<file path="src/rtl/slow_ctl_port.sv">
module slow_ctl_port #(
  parameter int ID_W = 5,
  parameter int ADDR_W = 5,
  parameter int OP_W = 3,
  parameter int NCH = 128,
  parameter int SHAPE_W = 2,
  parameter int BYTE_W = 8,
  parameter logic [1:0] SHAPE_DEF = 2'b01,
  parameter logic [7:0] LINE_DEF = 8'h01,
  parameter logic [7:0] CTL_DEF = 8'h00
) (
  input  logic                 sclk,
  input  logic                 rst_n,
  input  logic                 sfrm,
  input  logic                 sdi,
  input  logic [ID_W-1:0]      chip_id,
  output logic                 sdo,
  output logic [SHAPE_W-1:0]   shape_sel,
  output logic [NCH-1:0]       kill_mask,
  output logic [NCH-1:0]       inject_mask,
  output logic [BYTE_W-1:0]    line_sel,
  output logic [BYTE_W-1:0]    run_ctl
);
  localparam int HDR_W = ID_W + ADDR_W + OP_W;
  localparam int LEN_MAX = (NCH > HDR_W) ? NCH : HDR_W;
  localparam int CNT_W = $clog2(LEN_MAX) + 1;

  typedef enum logic [1:0] {S_HDR, S_WR, S_RD, S_IGN} st_t;
  st_t st;
  logic [CNT_W-1:0]  cnt;
  logic [HDR_W-2:0]  hdr_sh;
  logic [ADDR_W-1:0] tgt;
  logic [NCH-1:0]    dsh, rd_sh, cur_val, upd_val;
  logic [ADDR_W-1:0] upd_addr;
  logic              upd_en;

  wire [HDR_W-1:0]  frame  = {hdr_sh, sdi};
  wire              id_ok  = frame[HDR_W-1 -: ID_W] == chip_id;
  wire [ADDR_W-1:0] f_addr = frame[OP_W +: ADDR_W];
  wire [OP_W-1:0]   f_op   = frame[OP_W-1:0];
  wire [NCH-1:0]    dnext  = {dsh[NCH-2:0], sdi};
  wire              hdr_end = sfrm && st == S_HDR && cnt == CNT_W'(HDR_W-1);

  function automatic logic [CNT_W-1:0] len_of(input logic [ADDR_W-1:0] a);
    case (a)
      0:       return CNT_W'(SHAPE_W);
      1, 2:    return CNT_W'(NCH);
      3, 4:    return CNT_W'(BYTE_W);
      default: return '0;
    endcase
  endfunction

  function automatic logic [NCH-1:0] dflt_of(input logic [ADDR_W-1:0] a);
    case (a)
      0:       return NCH'(SHAPE_DEF);
      3:       return NCH'(LINE_DEF);
      4:       return NCH'(CTL_DEF);
      default: return '0;
    endcase
  endfunction

  wire [CNT_W-1:0] tgt_len = len_of(tgt);
  wire [CNT_W-1:0] f_len   = len_of(f_addr);

  always_comb begin
    case (f_addr)
      0:       cur_val = NCH'(shape_sel);
      1:       cur_val = kill_mask;
      2:       cur_val = inject_mask;
      3:       cur_val = NCH'(line_sel);
      4:       cur_val = NCH'(run_ctl);
      default: cur_val = '0;
    endcase
  end

  always_comb begin
    upd_en = 1'b0;
    upd_addr = f_addr;
    upd_val = '0;
    if (hdr_end && id_ok && f_len != 0) begin
      case (f_op)
        3'd2: begin upd_en = 1'b1; upd_val = '1; end
        3'd3: begin upd_en = 1'b1; upd_val = '0; end
        3'd4: begin upd_en = 1'b1; upd_val = dflt_of(f_addr); end
        default: ;
      endcase
    end else if (sfrm && st == S_WR && cnt == tgt_len - 1'b1) begin
      upd_en = 1'b1;
      upd_addr = tgt;
      upd_val = dnext;
    end
  end

  always_ff @(posedge sclk or negedge rst_n) begin
    if (!rst_n) begin
      st <= S_HDR;
      cnt <= '0;
      hdr_sh <= '0;
      tgt <= '0;
      dsh <= '0;
      rd_sh <= '0;
    end else if (!sfrm) begin
      st <= S_HDR;
      cnt <= '0;
    end else begin
      case (st)
        S_HDR: begin
          hdr_sh <= frame[HDR_W-2:0];
          cnt <= cnt + 1'b1;
          if (cnt == CNT_W'(HDR_W-1)) begin
            cnt <= '0;
            tgt <= f_addr;
            st <= S_IGN;
            if (id_ok && f_len != 0) begin
              if (f_op == 3'd0) st <= S_WR;
              if (f_op == 3'd1) begin
                st <= S_RD;
                rd_sh <= cur_val << (CNT_W'(NCH) - f_len);
              end
            end
          end
        end
        S_WR: begin
          dsh <= dnext;
          cnt <= cnt + 1'b1;
          if (cnt == tgt_len - 1'b1) st <= S_IGN;
        end
        S_RD: begin
          rd_sh <= rd_sh << 1;
          cnt <= cnt + 1'b1;
          if (cnt == tgt_len - 1'b1) st <= S_IGN;
        end
        default: ;
      endcase
    end
  end

  always_ff @(posedge sclk or negedge rst_n) begin
    if (!rst_n) begin
      shape_sel <= SHAPE_DEF;
      kill_mask <= '0;
      inject_mask <= '0;
      line_sel <= LINE_DEF;
      run_ctl <= CTL_DEF;
    end else if (upd_en) begin
      case (upd_addr)
        0: shape_sel <= upd_val[SHAPE_W-1:0];
        1: kill_mask <= upd_val;
        2: inject_mask <= upd_val;
        3: line_sel <= upd_val[BYTE_W-1:0];
        4: run_ctl <= upd_val[BYTE_W-1:0];
        default: ;
      endcase
    end
  end

  assign sdo = (st == S_RD) && rd_sh[NCH-1];

  assert_idle_stable_R10: assert property (@(posedge sclk) disable iff (!rst_n)
    !sfrm |=> ($stable(kill_mask) && $stable(inject_mask) && $stable(shape_sel)
               && $stable(line_sel) && $stable(run_ctl)));
  assert_single_target_R11: assert property (@(posedge sclk) disable iff (!rst_n)
    $stable(kill_mask) || $stable(inject_mask));
  assert_sdo_quiet_R2: assert property (@(posedge sclk) disable iff (!rst_n)
    !sfrm |=> !sdo);
  assert_write_silent_R4: assert property (@(posedge sclk) disable iff (!rst_n)
    (st == S_WR) |-> !sdo);
  assert_foreign_id_R3: assert property (@(posedge sclk) disable iff (!rst_n)
    (hdr_end && !id_ok) |=> ($stable(kill_mask) && $stable(inject_mask)
      && $stable(shape_sel) && $stable(line_sel) && $stable(run_ctl) && !sdo));
endmodule

</file>
<file path="config.mk">
export PLATFORM = sky130hd
export DESIGN_NAME = slow_ctl_port
export DESIGN_NICKNAME = d
export VERILOG_FILES = /design/src/rtl/slow_ctl_port.sv
export SDC_FILE = /design/constraint.sdc
export NUM_CORES = 1
export LEC_CHECK = 0
export BUFFER_PORTS_ARGS = -buffer_cell sky130_fd_sc_hd__buf_2
export CAP_MARGIN = 20
export CORE_AREA = 2 2 210 212
export CTS_BUF_LIST = sky130_fd_sc_hd__clkbuf_16
export DETAILED_ROUTE_END_ITERATION = 10
export DIE_AREA = 0 0 212 214
export PLACE_DENSITY = 0.8
export RECOVER_POWER = 100
export SETUP_SLACK_MARGIN = 0.2
export SLEW_MARGIN = 20
export SYNTH_ARGS = -nofsm -noshare
export SYNTH_HDL_FRONTEND = slang
export SYNTH_SLANG_ARGS = --single-unit
</file>
<file path="constraint.sdc">
create_clock -name sclk -period 5.45 [get_ports sclk]
set_input_delay 1.09 -clock sclk [delete_from_list [all_inputs] [get_ports sclk]]
set_output_delay 1.09 -clock sclk [all_outputs]
set_load 0.01 [all_outputs]
</file>
# == After elaboration in Yosys (flattened, before gate mapping) ==
# Cells that the tools add are included.
# word_totals
regBits,556
output_inout_bits,275
word_cells,100
# classes
n_addsub,3
n_eq_ne,27
shifts,1
n_mux,26
reduce_logical,32
# ops
operator,n
128-bit 2-to-1 mux,5
128-bit one-hot mux with 5 select lines,1
128-bit one-hot mux with 2 select lines,2
128-bit by 8-bit left shift with 128-bit output,1
8-bit one-hot mux with 3 select lines,2
5-bit by 2-bit equality test with 1-bit output (second input constant),6
8-bit 2-to-1 mux,2
8-bit one-hot mux with 2 select lines,1
5-bit by 1-bit equality test with 1-bit output (second input constant),3
5-bit by 3-bit equality test with 1-bit output (second input constant),3
5-bit logical NOT,3
2-bit AND reduction,7
2-bit 2-to-1 mux,6
2-bit OR reduction,6
5-bit 2-to-1 mux,2
3-bit by 2-bit != test with 1-bit output (second input constant),3
8-bit by 1-bit adder with 8-bit output (second input constant),1
8-bit by 4-bit equality test with 1-bit output (second input constant),1
8-bit equality test,1
1-bit logical AND,8
8-bit nonzero test,1
8-bit by 1-bit subtractor with 8-bit output (second input constant),1
8-bit subtractor (first input constant),1
3-bit by 2-bit equality test with 1-bit output (second input constant),2
14 further kinds,20

# == Depth between registers and ports, before layout ==
# depth
depth_word,10
depth_mapped,15
depth_no_buf,11

# == Least setup slack after synthesis ==
# No wires, ideal clock.
# synth_path
path_kind,register -> register
start,reg hdr_sh[5]
end,reg inject_mask[10]
setup_ps,125
t_arrival_ps,3715
required_time_ps,5325
slack_ps,1611
path_stages_with_launch,15
period_less_slack_ps,3839
cell_sequence,dfrtp_1 -> or3_1 -> clkbuf_1 -> nor2_1 -> buf_2 -> buf_1 -> nor2_1 -> ha_1 -> nor4_2 -> and3_2 -> nand3_2 -> a22oi_2 -> buf_12 -> buf_12 -> mux2_2
# synth_via
elab_chain_cells,8
word_cells_on_any_way,16
# synth_lines
item,line,rtl
from (decl),31,logic [HDR_W-2:0] hdr_sh;
from (signal assigned),108,hdr_sh <= frame[HDR_W-2:0];
"5-bit by 2-bit equality test with 1-bit output, or another cell as far along",45,case (a)
2-bit OR reduction,45,
8-bit one-hot mux with 3 select lines,45,
8-bit nonzero test,80,if (hdr_end && id_ok && f_len != 0) begin
1-bit logical AND,80,
5-bit 2-to-1 mux,80,
5-bit by 2-bit equality test with 1-bit output,146,case (upd_addr)
2-bit AND reduction (no source line),-,
to (signal assigned),149,2: inject_mask <= upd_val;
to (decl),20,"output logic [NCH-1:0] inject_mask,"
# Several ways; a longest one is shown, not always the timed one.
# A chain may end at the register's enable or synchronous reset.

# == Worst setup path after layout ==
# layout_path
start,reg st[0]
end,reg rd_sh[108]
# layout_via
elab_chain_cells,3
word_cells_on_any_way,8
# layout_lines
item,line,rtl
from (decl),29,st_t st;
from (signal assigned),96,st <= S_HDR;
from (signal assigned),103,st <= S_HDR;
from (signal assigned),113,st <= S_IGN;
2-bit logical NOT or 2-bit equality test (tied branches),106,case (st)
2-bit by 1-bit != test with 1-bit output (no source line) or 2-bit nonzero test (tied branches),-,
5-bit AND reduction (no source line),-,
to (signal assigned),118,rd_sh <= cur_val << (CNT_W'(NCH) - f_len);
to (signal assigned),129,rd_sh <= rd_sh << 1;
to (decl),33,"logic [NCH-1:0] dsh, rd_sh, cur_val, upd_val;"
# Several ways; a longest one is shown, not always the timed one.

==> flow_summary.toml <==
[clocking]
clock_latency_ns = 0.60
cts_tree = "built"
root_buffer = "clkbuf_16"
cts_buffer_depth = 3
post_cts_buffers = 0
clkTransAtPathRegs_ns = 0.06
cts_resized = 0
h-tree-depth = 2
clock_sinks = 556
cts_buffers = 55
hold_buffers = 0

[worst_setup_path]
endpoint_kind = "flop"
critPathMaxFanout = 140
crit_arrival_ns = 5.03
timing.rr.start = "st[0]$_DFFE_PN0P_"
startpoint_type = "flop"
crit_type = "flop to flop"
r2r-end = "rd_sh[108]$_DFFE_PN0P_"
reg2reg_setup_slack_ns = 0.93
required_ns = 5.96
reg2regPathDepth = 8

[sta]
worst_pin_slew_ns = 3.045
finalCriticalPeriod_ns = 4.522
finalSetupViolations = 0
fin_skew_ns = 0.01050
timing.fmax_mhz = 221.1
hold_violations = 0
report.final.slew_viol_count = 310
finalSetupTns_ns = 0
rsz0062_at_grt = "false"
min_period_over_period = 0.8297
relSlewSlack = -1.030

[job]
maxCapViolations = 6

[detailed_routing]
vias_per_cell = 5.916
drc_errors = 0
ant_nets = 0
wl_per_cell_um = 20.04
routed_wl_um = 63300
drt-initial-drc-count = 1508
vias = 18690
drt-pass1-iter-count = 6

[pwr]
p_seq_frac = 0.481
swShare = 0.3013
p_int_mw = 7.393
combPwrFrac = 0.173
switchingPower_mw = 3.188
clockPowerShare = 0.346
p_leak_nw = 13.93
ir_drop_mv = 0.2849
power_density_mw_per_mm2 = 379.1

[placed_design]
port-buffer-count = 283
place_hpwl_um = 39540
gp_congestion = 0.8736

[cells_and_area]
final_common_cell = "dfrtp_1"
fin_nets = 2552
layout_common_cells = "554 x dfrtp_1, 404 x nand2_1, 276 x clkbuf_1"
num_antenna_cells = 0
areaGrowthSynthToFinish_pct = 10.84
finish.utilization = 0.6509
drive_gt1_frac = 0.1496

[yosys]
synth_area_leader_cell = "dfrtp_1"
synth-edff-count = 0
async_reset_ff_frac = 1.000
yosysWarnings = 0
synth.avg_cell_area_um2 = 10.76
synth_ff_type = "dfrtp_1"
ys_seq_elements = 556
synth_area_leaders = "dfrtp_1 55%, mux2_2 12%, nand2_1 6.0%"
post_synth_num_cell_types = 66
synthesis.area_mm2 = 0.02519
syn_inst = 2340
synth_fp_nets = 2356
yosysSeqAreaShare = 0.5525
synth_top_area_share = 0.5504

[min_path]
hp-class = "flop to flop"
hp-start = "dsh[12]$_DFFE_PN0P_"
hold_depth = 2
min_to = "dsh[13]$_DFFE_PN0P_"

[floorplanning]
die_area_mm2 = 0.04537
initial_core_util = 0.5873
die_h_um = 214
die_w_um = 212
std_cell_rows = 76
ioPinCount = 284
core_mm2 = 0.04289

[grt]
grt_pass1_wl_um = 102300
grt_pass1_vias = 18850
grt_use_total = 0.2823
antenna_found_initial = 0
grt_max_degree = 141
globalRoute.totalOverflow = 0

[status]
outcome = "complete, but fails checks"
violations = "capacitance limit, slew limit"
==> power by group through the flow <==
stage,sequential [mW],clock [mW],combinational [mW]
final,5.09,3.66,1.83
after floorplan,5.03,0,1.35
after CTS,5.08,3.71,1.85
after global routing,5.16,3.91,2.04
after detailed placement,5.14,0,1.84
after global placement,5.11,0,1.76
==> metal layers <==
layer  vias to the layer above  global-route usage  wire [um]
met4                         0             0.08873       1662
met3                       105             0.06671       4510
met2                       619              0.4693      30860
li1                       8503                   -          -
met5                         -                   0          0
met1                      9461              0.3671      26270
==> stage by stage <==
step / total power, mW / area (um^2) / cells / hold WS, ns / setup slack (ns)
after CTS: 10.64 / 28400 / 3158 / 0.4932 / 1.241
final: 10.58 / 27910 / 3159 / 0.4920 / 0.9282
after floorplan: 6.375 / 25190 / 2340 / 0.4465 / 1.611
after global routing: 11.10 / 27910 / 3159 / 0.5220 / 0.7346
after detailed placement: 6.987 / 26690 / 3063 / 0.4775 / 1.152
after global placement: 6.868 / 26690 / 3063 / 0.4668 / 1.259
==> layout make-up <==
cell class                 instances  area [um^2]
sequential                       556        13920
fill                            3427        14970
multi-input combinational       1606        10110
timing repair buffer             311         1426
clock buffer                      57         1426
inverter                           6        22.52
clock inverter                    38        284.0
tap                              585        732.0
==> worst max-delay path, cell delays in order, from the launching register on <==
cell	delay, ns
dfrtp_1	0.41
inv_1	0.10
ha_1	1.39
buf_4	0.99
nand2_1	0.13
o22ai_1	0.42
buf_12	0.41
nor2_1	0.10
a21oi_1	0.17
==> registers in the layout, summed over array words and instances, names as in the netlist <==
| register | cells |
|---|---|
| cnt | 8 |
| line_sel | 8 |
| st | 2 |
| shape_sel | 2 |
| tgt | 5 |
| dsh | 127 |
| kill_mask | 128 |
| hdr_sh | 12 |
| rd_sh | 128 |
| inject_mask | 128 |
| run_ctl | 8 |
==> kinds of logic after synthesis <==
family / count (synthesis) / share of synthesized area
xor gates and xnor gates: 12 / 0.004173
muxes: 289 / 0.1321
AOI/OAI and AO/OA: 566 / 0.1461
DFF: 556 / 0.5525
buffers and inverters: 178 / 0.04397
adders and majority gates: 7 / 0.003477
and+or+nand+nor: 732 / 0.1177
==> how the worst max path moves through the flow <==
stage | end | slack (ns) | from
after detailed placement | inject_mask[36]$_DFFE_PN0P_ | 1.15 | sfrm
after global routing | kill_mask[50]$_DFFE_PN0P_ | 0.73 | st[0]$_DFFE_PN0P_
after floorplan | inject_mask[10]$_DFFE_PN0P_ | 1.61 | hdr_sh[5]$_DFFE_PN0P_
after CTS | inject_mask[36]$_DFFE_PN0P_ | 1.24 | hdr_sh[4]$_DFFE_PN0P_
after global placement | inject_mask[32]$_DFFE_PN0P_ | 1.26 | sfrm
final | rd_sh[108]$_DFFE_PN0P_ | 0.93 | st[0]$_DFFE_PN0P_
==> cells in the mapped netlist, drive strengths merged (4+ instances only) <==
cell    instances
a31oi           4
and2           10
nand4           6
ha              7
nor2b           5
o21ai          12
inv             6
o32a            4
nand3           9
nand2         404
mux2          287
nor3            5
nand2b          7
a22oi         141
nor2          262
xor2           11
a21o          130
buf            56
clkbuf        116
dfrtp         554
a21oi         246
a22o           11
No activity file was read; power rests on OpenSTA's default activity.
